<file path="config.mk">
export PLATFORM = sky130hd
export DESIGN_NAME = qp_link
export DESIGN_NICKNAME = d
export VERILOG_FILES = /design/src/rtl/qp_pkg.sv /design/src/rtl/qp_beat_ctr.sv /design/src/rtl/qp_tx.sv /design/src/rtl/qp_rx_lane.sv /design/src/rtl/qp_rx_merge.sv /design/src/rtl/qp_link.sv
export SDC_FILE = /design/constraint.sdc
export NUM_CORES = 1
export LEC_CHECK = 0
export BUFFER_PORTS_ARGS = -buffer_cell sky130_fd_sc_hd__buf_2
export CAP_MARGIN = 5
export CELL_PAD_IN_SITES_DETAIL_PLACEMENT = 1
export CELL_PAD_IN_SITES_GLOBAL_PLACEMENT = 1
export CORE_UTILIZATION = 41
export DETAILED_ROUTE_END_ITERATION = 7
export MAX_ROUTING_LAYER = met4
export PLACE_DENSITY_LB_ADDON = 0.1
export SETUP_SLACK_MARGIN = 0.15
export SLEW_MARGIN = 15
export SYNTH_ARGS = -nofsm -noshare
export SYNTH_HDL_FRONTEND = slang
export SYNTH_SLANG_ARGS = --single-unit
</file>
<file path="constraint.sdc">
create_clock -name clk -period 1.9 [get_ports clk]
set_input_delay 0.19 -clock clk [delete_from_list [all_inputs] [get_ports clk]]
set_output_delay 0.19 -clock clk [all_outputs]
set_load 0.05 [all_outputs]
</file>
<file path="src/rtl/qp_pkg.sv">
package qp_pkg;
    localparam int BEATS     = 4;
    localparam int BEAT_W    = $clog2(BEATS);
    localparam int LANES_DEF = 4;
    localparam int LANE_W_DEF = 16;

    typedef logic [BEAT_W-1:0] beat_t;

    typedef struct packed {
        logic p;
        logic n;
    } strobe_pair_t;

    localparam strobe_pair_t STROBE_REST  = '{p: 1'b0, n: 1'b1};
    localparam strobe_pair_t STROBE_FIRST = '{p: 1'b1, n: 1'b0};

    localparam beat_t LAST_BEAT = beat_t'(BEATS - 1);

    function automatic beat_t beat_after(beat_t b);
        return b + beat_t'(1);
    endfunction
endpackage

</file>
<file path="src/rtl/qp_beat_ctr.sv">
module qp_beat_ctr
    import qp_pkg::*;
(
    input  logic  clk,
    input  logic  rst,
    output beat_t beat
);
    always_ff @(posedge clk) begin
        if (rst) beat <= '0;
        else     beat <= beat_after(beat);
    end
endmodule

</file>
<file path="src/rtl/qp_tx.sv">
module qp_tx
    import qp_pkg::*;
#(
    parameter int LANES  = LANES_DEF,
    parameter int LANE_W = LANE_W_DEF
) (
    input  logic                        clk,
    input  logic                        rst,
    input  beat_t                       beat,
    input  logic                        in_valid,
    input  logic [LANES*LANE_W*BEATS-1:0] in_data,
    output logic                        in_ready,
    output logic [LANES*LANE_W-1:0]     bus_data,
    output logic [LANES-1:0]            strb_p,
    output logic [LANES-1:0]            strb_n
);
    localparam int BUS_W  = LANES * LANE_W;
    localparam int XFER_W = BUS_W * BEATS;

    logic              act_q;
    logic [XFER_W-1:0] hold_q;
    logic              accept;
    beat_t             nxt;

    assign in_ready = (beat == LAST_BEAT);
    assign accept   = in_valid && in_ready;
    assign nxt      = beat_after(beat);

    always_ff @(posedge clk) begin
        if (rst) begin
            act_q  <= 1'b0;
            hold_q <= '0;
        end else if (beat == LAST_BEAT) begin
            act_q <= accept;
            if (accept) hold_q <= in_data;
        end
    end

    for (genvar g = 0; g < LANES; g++) begin : g_lane
        strobe_pair_t            st_q;
        logic [LANE_W-1:0]       d_q;

        always_ff @(posedge clk) begin
            if (rst) begin
                st_q <= STROBE_REST;
                d_q  <= '0;
            end else if (beat == LAST_BEAT) begin
                if (accept) begin
                    st_q <= STROBE_FIRST;
                    d_q  <= in_data[g*LANE_W +: LANE_W];
                end else begin
                    st_q <= STROBE_REST;
                    d_q  <= '0;
                end
            end else if (act_q) begin
                st_q <= '{p: ~st_q.p, n: ~st_q.n};
                d_q  <= hold_q[int'(nxt)*BUS_W + g*LANE_W +: LANE_W];
            end
        end

        assign strb_p[g]                       = st_q.p;
        assign strb_n[g]                       = st_q.n;
        assign bus_data[g*LANE_W +: LANE_W]    = d_q;
    end

    // first beat and first strobe state follow an accept
    a_r2_first_beat: assert property (@(posedge clk) disable iff (rst)
        accept |=> (bus_data == $past(in_data[BUS_W-1:0])) && (strb_p == '1) && (strb_n == '0));

    // an empty slot leaves the lines idle for the next period
    a_r4_idle_lines: assert property (@(posedge clk) disable iff (rst)
        (in_ready && !in_valid) |=> (strb_p == '0) && (strb_n == '1) && (bus_data == '0));
endmodule

</file>
<file path="src/rtl/qp_rx_lane.sv">
module qp_rx_lane
    import qp_pkg::*;
#(
    parameter int LANE_W = LANE_W_DEF
) (
    input  logic                      clk,
    input  logic                      rst,
    input  logic                      strb_p,
    input  logic                      strb_n,
    input  logic [LANE_W-1:0]         lane_data,
    output logic [LANE_W*BEATS-1:0]   word_q,
    output logic                      done_q
);
    logic              prev_p, prev_n;
    logic              sel_p, sel_n;
    logic [LANE_W-1:0] s0, s1, s2;
    logic              p_rise, n_rise;

    assign p_rise = strb_p && !prev_p;
    assign n_rise = strb_n && !prev_n;

    always_ff @(posedge clk) begin
        if (rst) begin
            prev_p <= STROBE_REST.p;
            prev_n <= STROBE_REST.n;
            sel_p  <= 1'b0;
            sel_n  <= 1'b0;
            s0     <= '0;
            s1     <= '0;
            s2     <= '0;
            word_q <= '0;
            done_q <= 1'b0;
        end else begin
            prev_p <= strb_p;
            prev_n <= strb_n;
            done_q <= 1'b0;
            if (p_rise) begin
                if (sel_p) s2 <= lane_data;
                else       s0 <= lane_data;
                sel_p <= ~sel_p;
            end
            if (n_rise) begin
                sel_n <= ~sel_n;
                if (sel_n) begin
                    word_q <= {lane_data, s2, s1, s0};
                    done_q <= 1'b1;
                end else begin
                    s1 <= lane_data;
                end
            end
        end
    end

    // the two strobes of a lane never rise together
    a_r3_no_double_rise: assert property (@(posedge clk) disable iff (rst)
        !(p_rise && n_rise));

    // after a lane completes, both slot selectors are back at the first half
    a_r5_realigned: assert property (@(posedge clk) disable iff (rst)
        done_q |-> (!sel_p && !sel_n));
endmodule

</file>
<file path="src/rtl/qp_rx_merge.sv">
module qp_rx_merge
    import qp_pkg::*;
#(
    parameter int LANES  = LANES_DEF,
    parameter int LANE_W = LANE_W_DEF
) (
    input  logic                              clk,
    input  logic                              rst,
    input  logic [LANES*LANE_W*BEATS-1:0]     lane_words,
    input  logic [LANES-1:0]                  lane_done,
    output logic                              out_valid,
    output logic [LANES*LANE_W*BEATS-1:0]     out_data
);
    localparam int BUS_W = LANES * LANE_W;
    localparam int LW4   = LANE_W * BEATS;

    logic  all_done;
    beat_t hold_cnt;

    assign all_done  = &lane_done;
    assign out_valid = all_done || (hold_cnt != '0);

    always_ff @(posedge clk) begin
        if (rst)                   hold_cnt <= '0;
        else if (all_done)         hold_cnt <= LAST_BEAT;
        else if (hold_cnt != '0)   hold_cnt <= hold_cnt - beat_t'(1);
    end

    for (genvar b = 0; b < BEATS; b++) begin : g_beat
        for (genvar g = 0; g < LANES; g++) begin : g_lane
            assign out_data[b*BUS_W + g*LANE_W +: LANE_W] =
                lane_words[g*LW4 + b*LANE_W +: LANE_W];
        end
    end

    // a valid window opens only on a completed transfer
    a_r7_open: assert property (@(posedge clk) disable iff (rst)
        $rose(out_valid) |-> all_done);

    // data holds still inside a window
    a_r7_stable: assert property (@(posedge clk) disable iff (rst)
        (out_valid && $past(out_valid) && !all_done) |-> $stable(out_data));
endmodule

</file>
<file path="src/rtl/qp_link.sv">
module qp_link
    import qp_pkg::*;
#(
    parameter int LANES  = LANES_DEF,
    parameter int LANE_W = LANE_W_DEF
) (
    input  logic                              clk,
    input  logic                              rst,
    input  logic                              in_valid,
    input  logic [LANES*LANE_W*BEATS-1:0]     in_data,
    output logic                              in_ready,
    output logic [LANES*LANE_W-1:0]           bus_data,
    output logic [LANES-1:0]                  strb_p,
    output logic [LANES-1:0]                  strb_n,
    output logic [BEAT_W-1:0]                 beat_idx,
    output logic                              out_valid,
    output logic [LANES*LANE_W*BEATS-1:0]     out_data
);
    localparam int LW4 = LANE_W * BEATS;

    beat_t                       beat;
    logic [LANES*LW4-1:0]        lane_words;
    logic [LANES-1:0]            lane_done;

    qp_beat_ctr u_ctr (.clk(clk), .rst(rst), .beat(beat));

    qp_tx #(.LANES(LANES), .LANE_W(LANE_W)) u_tx (
        .clk(clk), .rst(rst), .beat(beat),
        .in_valid(in_valid), .in_data(in_data), .in_ready(in_ready),
        .bus_data(bus_data), .strb_p(strb_p), .strb_n(strb_n)
    );

    for (genvar g = 0; g < LANES; g++) begin : g_rx
        qp_rx_lane #(.LANE_W(LANE_W)) u_lane (
            .clk(clk), .rst(rst),
            .strb_p(strb_p[g]), .strb_n(strb_n[g]),
            .lane_data(bus_data[g*LANE_W +: LANE_W]),
            .word_q(lane_words[g*LW4 +: LW4]),
            .done_q(lane_done[g])
        );
    end

    qp_rx_merge #(.LANES(LANES), .LANE_W(LANE_W)) u_merge (
        .clk(clk), .rst(rst),
        .lane_words(lane_words), .lane_done(lane_done),
        .out_valid(out_valid), .out_data(out_data)
    );

    assign beat_idx = beat;

    // each lane's strobes are complementary at all times
    a_r3_complement: assert property (@(posedge clk) disable iff (rst)
        strb_p == ~strb_n);

    // P rises only at even beats
    a_r3_p_even: assert property (@(posedge clk) disable iff (rst)
        $rose(strb_p[0]) |-> !beat[0]);

    // N rises only at odd beats
    a_r3_n_odd: assert property (@(posedge clk) disable iff (rst)
        $rose(strb_n[0]) |-> beat[0]);

    // the ready slot is the last beat of a period
    a_r1_ready_slot: assert property (@(posedge clk) disable iff (rst)
        in_ready |=> (beat == '0));
endmodule

</file>
Yosys cells after proc, flatten, opt, wreduce, memory -nomap -nowiden
Cells that the tools add are included.
{ "word_totals": {"output_inout_bits": 332, "register_bits": 801, "elab_cells": 152, "in_bits": 259} }
{ "op_classes": {"eq_ne": 1, "addsub": 5, "n_reduce_logical": 43, "shift": 4, "bitwise": 20, "mux": 27} }
{ "op_table": {"columns": ["op", "n"], "rows": [
  ["$shiftx A256 B32 Y16", 3],
  ["$shiftx A256 B9 Y16", 1],
  ["$mux W16", 12],
  ["$reduce_and A2 Y1", 17],
  ["$mux W2", 11],
  ["$not A1 Y1", 20],
  ["$add A8 B6 Y9 const B", 2],
  ["$add A8 B5 Y9 const B", 1],
  ["$logic_and A1 B1 Y1", 9],
  ["$logic_not A1 Y1", 8],
  ["$reduce_or A2 Y1", 4],
  ["$reduce_bool A2 Y1", 3],
  ["$mux W1", 4],
  ["$reduce_and A4 Y1", 1],
  ["$add A2 B1 Y2 const B", 1],
  ["$eq A2 B2 Y1 const B", 1],
  ["$sub A2 B1 Y2 const B", 1],
  ["$logic_or A1 B1 Y1", 1]
]} }

Logic depth before layout (Yosys ltp)
Gate-level depths: netlist of the first run.
{ "logic_depth": {"word_depth": 5, "ltp_mapped": 7, "mapped_depth_nobuf": 4} }

Modules after synthesis
From an unflattened synthesis of the first run, not the netlist that was laid out.
{ "unflattened": {"cells_unflattened": 3879, "area_unflattened_um2": 32372.3} }
{ "modules_own_cells": {"columns": ["mod", "area_per_inst_um2", "n_inst", "seq_area_each_um2", "cells_each"], "rows": [
  ["qp_rx_lane", 4082.7, 4, 2342.2, 506],
  ["qp_tx", 13959.6, 1, 6586.3, 1583],
  ["qp_rx_merge", 2025.7, 1, 40.0, 267],
  ["qp_beat_ctr", 56.3, 1, 40.0, 5]
]} }

Worst setup path before layout of the first run
No wires, ideal clock.
{ "synth_timing": {"path_kind": "register -> register", "start": "register u_ctr.beat[0]", "end": "register u_tx.g_lane[1].d_q[11]", "setup_time_ns": 0.081, "arrival_time_ns": 2.174, "path_slack_ns": -0.356, "required_ns": 1.819, "stages_incl_launch_ff": 8, "synth_period_minus_slack_ns": 2.256, "path_buffers": 3, "path_cell_list": "dfxtp_1 ha_1 and2_1 buf_2 buf_6 buf_2 nand2_1 a211oi_2"} }
{ "synth_between": {"word_cells_on_any_way": 9, "cone_classes": "add/sub: 2; eq/ne: 1; shift: 1; mux: 3; reduce/logical: 2"} }
{ "synth_rtl": {"columns": ["item", "line", "text"], "rows": [
  ["from (decl)", "qp_beat_ctr.sv:6", "output beat_t beat"],
  ["from (signal assigned)", "qp_beat_ctr.sv:10", "else beat <= beat_after(beat);"],
  ["$eq A2 B2 Y1 (*)", "qp_tx.sv:25", "assign in_ready = (beat == LAST_BEAT);"],
  ["net in_ready", "qp_link.sv:11", "output logic in_ready,"],
  ["$logic_and A1 B1 Y1", "qp_tx.sv:26", "assign accept = in_valid && in_ready;"],
  ["$mux W16", "qp_tx.sv:48", "if (accept) begin"],
  ["$mux W16", "qp_tx.sv:47", "end else if (beat == LAST_BEAT) begin"],
  ["to (signal assigned)", "qp_tx.sv:50", "d_q <= in_data[g*LANE_W +: LANE_W];"],
  ["to (signal assigned)", "qp_tx.sv:57", "d_q <= hold_q[int'(nxt)*BUS_W + g*LANE_W +: LANE_W];"],
  ["to (decl)", "qp_tx.sv:41", "logic [LANE_W-1:0] d_q;"]
]} }
The timed path passes the listed nets; every way through them passes the cells marked *. The select of a mux whose other input is x is not followed.
A chain may end at the register's enable or synchronous reset.

Worst setup path in the final report of the first run
{ "layout_timing": {"start": "register u_ctr.beat[0]", "end": "register u_tx.g_lane[2].d_q[7]"} }
{ "layout_between": {"elab_chain_cells": 5, "word_cells_on_any_way": 9, "cone_classes": "add/sub: 2; eq/ne: 1; shift: 1; mux: 3; reduce/logical: 2"} }
{ "layout_rtl": {"columns": ["item", "line", "text"], "rows": [
  ["$add A2 B1 Y2", "qp_pkg.sv:20", "return b + beat_t'(1);"],
  ["net u_tx.nxt[1]", "qp_tx.sv:23", "beat_t nxt;"],
  ["$add A8 B6 Y9", "qp_tx.sv:57", null],
  ["$shiftx A256 B32 Y16", "qp_tx.sv:57", null],
  ["$mux W16", "qp_tx.sv:55", "end else if (act_q) begin"],
  ["$mux W16", "qp_tx.sv:47", null],
  ["to (signal assigned)", "qp_tx.sv:50", null],
  ["to (signal assigned)", "qp_tx.sv:57", null],
  ["to (decl)", "qp_tx.sv:41", null]
]} }
The timed path passes the listed nets, and every way through them passes these cells. The select of a mux whose other input is x is not followed.

==> metrics, run 1 <==
TritonRoute pass-1 iters=5; count of buffers from port buffering=590; cell area after placement=~0.033 mm²; DPL Wire Length=between 70 and 80 mm; clock latency at the later pin of the worst-skew pair=between 0.6 and 0.7 ns; Yosys cell types=35; final worst path period share=94.9%; total detailed-routing wirelength=113 mm; result of the run=completed; fin. max-slew vios=0; floorplan core area=~0.07 mm²; sequential-to-total area share from yosys stat=between 50% and 60%; setup TNS after final layout=0 ns; ratio of total power to cell area=968 mW/mm²; launching element type of the critical path=register; actual transition at the worst max-transition pin=0.889 ns; Crit. Startpoint=u_ctr.beat[0]; critical setup path kind=register to register; total number of clock tree sinks=between 800 and 900; cell types occupying the most area after synthesis=sky130_fd_sc_hd__dfxtp_1 (55%), sky130_fd_sc_hd__nand2_1 (12%), sky130_fd_sc_hd__a21oi_1 (7.8%), sky130_fd_sc_hd__a22o_1 (7.7%), sky130_fd_sc_hd__mux2_1 (3.8%); min cycle time layout=~1.8 ns; Area growth, synth to finish=33.2%; number of global-route vias before repair=27700; number of nets in the layout=slightly above 4000; starting utilization of the core area=41.6%; root buf cell=sky130_fd_sc_hd__clkbuf_16; chain of cells forming the critical path=ha_4 -> buf_6 -> clkbuf_16 -> mux2_1 -> o22ai_2 -> a211oi_2; die span in y=around 270 µm; worst setup slack for register-to-register paths=roughly 0.097 ns; termination of the worst setup path=u_tx.g_lane[2].d_q[7]; leakage power of the design=about 16 nW; Peak supply drop=0.646 mV; Final ANT Viol Nets=0; average via count per standard cell=approximately 5.4; post-synthesis instance area=approximately 0.029 mm²; number of max-cap violations=0; flip-flop and latch count after synthesis=801; routability-driven placement congestion ratio=roughly 0.85; layout cell share with drive strength beyond 1=~26%; endpoints failing hold=0; Crit Reg-Reg Startpoint=u_ctr.beat[0]; RSZ-0062 raised after global routing=true; max frequency=0.555 GHz; post-layout instance area=~0.039 mm²; initial detailed-routing violation count=roughly 1900; fraction of post-synthesis cell area in the top cell type by area=a little over half; cell family contributing the most delay on the critical path=buffers and inverters; maximum fanout along the worst path=10; reg-to-reg critical path endpoint=u_tx.g_lane[2].d_q[7]; Data arrival, critical path=around 2.3 ns; number of warnings issued by yosys=0; largest area contributor in the netlist=sky130_fd_sc_hd__dfxtp_1; net count after synthesis=about 3300; data required time at the worst endpoint=2.36 ns; largest net degree at the start of global routing=140; number of top-level pins=591; WP buf/inv=2; gate count after technology mapping=3081; cell with the biggest individual delay on the critical path=sky130_fd_sc_hd__mux2_1; total track usage=about 30%; remaining global-route overflow=0; initial antenna violation count=8; full die area=a little over 0.07 mm²; final setup violating endpoints=0; TritonCTS clock tree=done; drt drc=0; number of cell instances on the worst register-to-register path=6; Reg clk slew, reported paths=about 0.06 ns; site row count=97; crit path capture type=register; Clock Tree Buf Depth=3; Max transition margin=about two fifths; H-tree depth=3; via count=between 20000 and 30000; cell depth of the worst setup path=6; multi-input logic area=0.0120 mm²; longest individual stage delay on the worst path=approximately 0.36 ns; type of the most critical hold path=input port to register; Routed WL per cell=23.1 µm; worst setup skew after layout=between 0.015 and 0.02 ns; die width=269 µm; Num CTS Buffers=between 80 and 90; Mean Syn Cell Area=about 9.5 µm²; global-route wire length before repair=roughly 170 mm; Register Area=between 0.015 and 0.02 mm²; Filler Cell Count=roughly 8000
==> power breakdown <==
group,total [mW],leakage (nW),switching [mW],internal [mW]
Sequential,17.5,6.48,0.406,17.1
Combinational,4.07,8.11,2.37,1.70
Clock,16.2,1.32,6.90,9.27
Total,37.7,15.9,9.67,28.1
==> layer usage <==
layer  vias up  share of wire (%)  wire (µm)  GRT usage [%]
met5         -                  0          0              -
met3       174                4.4       4940           3.78
li1      12200                  -          -              -
met2       746                 50      56200           51.8
met1     13300                 43      48900           38.4
met4         0                2.5       2860           8.72
==> layout by cell type (no fill, tap or decap), types with 15 or more instances in the layout <==
master	netlist	routed
sky130_fd_sc_hd__dlygate4sd3_1	0	256
sky130_fd_sc_hd__clkbuf_16	0	90
sky130_fd_sc_hd__dfxtp_1	801	773
sky130_fd_sc_hd__o22ai_2	31	42
sky130_fd_sc_hd__a22o_1	256	256
sky130_fd_sc_hd__nand2_1	898	897
sky130_fd_sc_hd__buf_2	123	587
sky130_fd_sc_hd__buf_4	46	76
sky130_fd_sc_hd__o22ai_1	33	21
sky130_fd_sc_hd__a211oi_1	24	22
sky130_fd_sc_hd__clkinv_2	0	15
sky130_fd_sc_hd__o21bai_1	64	64
sky130_fd_sc_hd__mux2_1	100	85
sky130_fd_sc_hd__mux2_2	29	28
sky130_fd_sc_hd__mux2_4	0	16
sky130_fd_sc_hd__clkbuf_1	72	24
sky130_fd_sc_hd__dfxtp_2	0	26
sky130_fd_sc_hd__inv_1	15	15
sky130_fd_sc_hd__buf_12	0	26
sky130_fd_sc_hd__clkbuf_8	0	17
sky130_fd_sc_hd__a21oi_1	455	454
sky130_fd_sc_hd__a211oi_2	40	42
==> worst min path at each step <==
stage	slack [ns]	start	cells past startpoint	end
global route	0.08	rst	2	g_rx[3].u_lane.done_q
detailed placement	0.44	in_data[84]	3	u_tx.hold_q[84]
finish	0.08	rst	2	g_rx[3].u_lane.done_q
global placement	0.44	in_data[92]	3	u_tx.hold_q[92]
floorplan	0.33	in_data[100]	2	u_tx.hold_q[100]
CTS	0.04	rst	2	g_rx[3].u_lane.done_q
==> kinds of logic (layout without fill, tap and decap cells) <==
logic type | Yosys count | after routing | share of synthesized area, %
and+or+nand+nor | 940 | 940 | 12.8
muxes | 129 | 129 | 4.96
adders and majority gates | 2 | 2 | 0.0855
AOI/OAI and AO/OA | 928 | 928 | 22.2
xor gates and xnor gates | 9 | 9 | 0.269
DFF | 801 | 801 | 54.8
buffers and inverters | 272 | 1129 | 4.89
other | 0 | 10 | 0
==> per-stage QoR <==
step / hold WS, ns / power, mW / std cells / util (%) / setup slack [ns]
CTS: 0.0401 / 37.8 / 4871 / 55.0 / 0.0744
finish: 0.0821 / 37.7 / 4888 / 55.4 / 0.0966
floorplan: 0.326 / 19.7 / 3081 / - / 0.168
global placement: 0.437 / 20.9 / 4452 / 47.1 / 0.122
global route: 0.0777 / 38.9 / 4887 / 55.4 / 0.0425
detailed placement: 0.438 / 21.0 / 4452 / 47.1 / 0.102
==> cell type report <==
cell class                 count  share of cell area (%)
sequential                   801                    41.2
multi-input combinational   2008                    30.8
tap                          940                    3.02
inverter                      15                   0.144
clock inverter                23                   0.533
clock buffer                 127                    6.35
timing repair buffer         964                    17.9
antenna                       10                  0.0642
==> registers in the layout, indices dropped and copies added, names as in the netlist <==
register            count
g_rx.u_lane.sel_n       4
u_tx.act_q              1
g_rx.u_lane.s1         64
g_rx.u_lane.s0         64
g_rx.u_lane.s2         64
g_rx.u_lane.prev_n      4
g_rx.u_lane.word_q    256
u_tx.hold_q           256
u_tx.strb_p             4
u_ctr.beat              2
u_merge.hold_cnt        2
u_tx.strb_n             4
u_tx.g_lane.d_q        64
g_rx.u_lane.prev_p      4
g_rx.u_lane.done_q      4
g_rx.u_lane.sel_p       4
==> cells in the mapped netlist, drive strengths merged <==
cell / n
ha: 2
o21bai: 64
a21oi: 459
nor2: 5
mux2: 129
dfxtp: 801
xor2: 5
o21a: 5
and4bb: 4
clkbuf: 72
inv: 15
a211oi: 64
xnor2: 4
a31oi: 4
nor2b: 1
o22ai: 64
or2: 4
nand3b: 5
and3b: 4
a22o: 256
nor3b: 8
nand4: 1
nand2: 898
buf: 185
o21ai: 12
or3b: 9
and2: 1
==> what timing repair did <==
item | CTS | global route
hold endpoints to repair | 320 | 0
gates resized for setup | 42 | 38
endpoints found under the setup margin | 50 | 113
hold buffers | 256 | 0
cloned | 4 | 5
pin swaps | 3 | 18
setup buffers | 9 | 2
No activity file was read; power rests on OpenSTA's default activity.
==> inputs of run 2 (changes only) <==
--- a/config.mk
+++ b/config.mk
@@ -12,7 +12,7 @@
 export CORE_UTILIZATION = 41
 export DETAILED_ROUTE_END_ITERATION = 7
 export MAX_ROUTING_LAYER = met4
-export PLACE_DENSITY_LB_ADDON = 0.1
+export PLACE_DENSITY = 0.86
 export SETUP_SLACK_MARGIN = 0.15
 export SLEW_MARGIN = 15
 export SYNTH_ARGS = -nofsm -noshare
==> metrics, run 2 (same netlist as run 1, synthesis figures left out) <==
Routed WL per cell=between 20 and 30 µm; cell area after placement=between 0.03 and 0.04 mm²; reg-to-reg critical path endpoint=u_tx.g_lane[3].d_q[2]; site row count=97; fin. max-slew vios=0; multi-input logic area=~0.012 mm²; Final ANT Viol Nets=0; full die area=0.0725 mm²; endpoints failing hold=0; number of top-level pins=between 500 and 600; chain of cells forming the critical path=buf_2; most used cells in the layout excluding fill and tap cells=sky130_fd_sc_hd__nand2_1 (897), sky130_fd_sc_hd__dfxtp_1 (775), sky130_fd_sc_hd__buf_2 (587), sky130_fd_sc_hd__a21oi_1 (454), sky130_fd_sc_hd__dlygate4sd3_1 (257); result of the run=completed; number of non-filler instances in the completed layout=approximately 4900; number of nets in the layout=slightly above 4000; max frequency=0.546 GHz; DPL Wire Length=around 68 mm; total track usage=33.4%; Register Area=around 0.016 mm²; cell family contributing the most delay on the critical path=flip-flops; average via count per standard cell=5.81; remaining global-route overflow=0; crit path capture type=primary output; worst-case setup margin in the final layout=about 0.070 ns; Data arrival, critical path=about 1.6 ns; WP buf/inv=1; total detailed-routing wirelength=131 mm; Worst Hold End=u_tx.strb_n[0]; TritonRoute pass-1 iters=5; starting utilization of the core area=41.6%; worst setup slack for register-to-register paths=0.09 ns; ratio of total power to cell area=just under 1000 mW/mm²; via count=28500; placed cells=4439; Area growth, synth to finish=33.3%; Crit Reg-Reg Startpoint=u_ctr.beat[0]; drt drc=0; global-route wire length before repair=about 180 mm; total number of clock tree sinks=around 800; clock latency at the later pin of the worst-skew pair=around 0.65 ns; most common cell after layout, fill and taps aside=sky130_fd_sc_hd__nand2_1; floorplan core area=about 0.070 mm²; Peak supply drop=0.644 mV; type of the most critical hold path=input port to register; number of global-route vias before repair=29500; critical setup path kind=register to primary output; root buf cell=sky130_fd_sc_hd__clkbuf_16; maximum fanout along the worst path=6; die width=~270 µm; count of buffers from port buffering=between 500 and 600; largest net degree at the start of global routing=around 130; Clock Tree Buf Depth=3; actual transition at the worst max-transition pin=around 0.78 ns; TritonCTS clock tree=done; leakage power of the design=between 15 and 20 nW; min cycle time layout=1.83 ns; Max transition margin=between 40% and 50%; number of max-cap violations=0; layout cell share with drive strength beyond 1=~25%; worst setup skew after layout=0.0401 ns; number of cells on the worst hold path=5; initial antenna violation count=35; cell with the biggest individual delay on the critical path=sky130_fd_sc_hd__dfxtp_1; total chip power=a little under 40 mW; registers with the highest flip-flop counts=g_rx.u_lane.word_q x256, u_tx.hold_q x256; die span in y=approximately 270 µm; post-layout instance area=0.0390 mm²; setup TNS after final layout=0 ns; pre-CTS setup slack=between 0.02 and 0.03 ns; routability-driven placement congestion ratio=slightly above 0.8; data required time at the worst endpoint=1.71 ns; start point of the worst min-delay path=in_valid; RSZ-0062 raised after global routing=true; launching element type of the critical path=register; Filler Cell Count=7890; final setup violating endpoints=0; H-tree depth=3; Num CTS Buffers=84; number of cell instances on the worst register-to-register path=6; longest individual stage delay on the worst path=approximately 0.65 ns; initial detailed-routing violation count=between 2000 and 2500; final worst path period share=between 90 and 100%; Reg clk slew, reported paths=about 0.060 ns
-- run 2: worst max path at each step --
stage,endpoint,slack [ns],start,depth (start not counted)
after floorplan,u_tx.g_lane[2].d_q[11],0.17,u_ctr.beat[1],6
after global placement,u_tx.g_lane[0].d_q[11],0.15,u_ctr.beat[0],5
after detailed placement,u_tx.g_lane[1].d_q[1],0.03,u_ctr.beat[0],5
after CTS,in_ready,0.06,u_ctr.beat[0],3
after global routing,u_tx.g_lane[0].d_q[0],0.04,u_ctr.beat[0],6
final,bus_data[42],0.07,u_tx.g_lane[2].d_q[10],1
-- run 2: layout make-up --
cell class / instances / share of cell area [%]
Antenna cell: 39 / 0.250
Sequential cell: 801 / 41.2
Multi-Input combinational cell: 2008 / 30.5
Inverter: 15 / 0.144
Clock buffer: 126 / 6.25
Clock inverter: 23 / 0.692
Timing Repair Buffer: 954 / 18.0
Tap cell: 940 / 3.01
-- run 2: worst min-delay path, cell delays in order --
cell and delay (ns):
sky130_fd_sc_hd__buf_2 0.16, sky130_fd_sc_hd__inv_1 0.08, sky130_fd_sc_hd__a21oi_2 0.05, sky130_fd_sc_hd__buf_4 0.20
sky130_fd_sc_hd__o21ai_0 0.09
-- run 2: routing by layer --
layer	part of all wire (%)	GRT usage, %	up-vias
met5	0	-	-
met4	7.3	21.4	0
met3	6.8	5.56	593
met2	49	55.2	1507
met1	37	37.4	14200
li1	-	-	12200
-- run 2: report_power, final --
group	switching (mW)	internal (mW)	total [mW]
sequential	0.437	17.1	17.5
clock	7.40	9.36	16.8
combinational	2.48	1.65	4.13
-- run 2: through the flow --
| stage | hold WS, ns | utilization [%] |
|---|---|---|
| final | 0.159 | 55.4 |
| after global routing | 0.184 | 55.4 |
| after CTS | 0.122 | 54.7 |
| after detailed placement | 0.439 | 46.9 |
| after global placement | 0.434 | 46.9 |
| after floorplan | 0.326 | - |
-- run 2: what timing repair did --
item,4_1_cts,5_1_grt
pin swaps,1,3
setup buffers,4,4
hold endpoints to repair,333,0
setup endpoints to repair,87,95
hold buffers,257,0
gates resized for setup,34,35
gates cloned,3,11
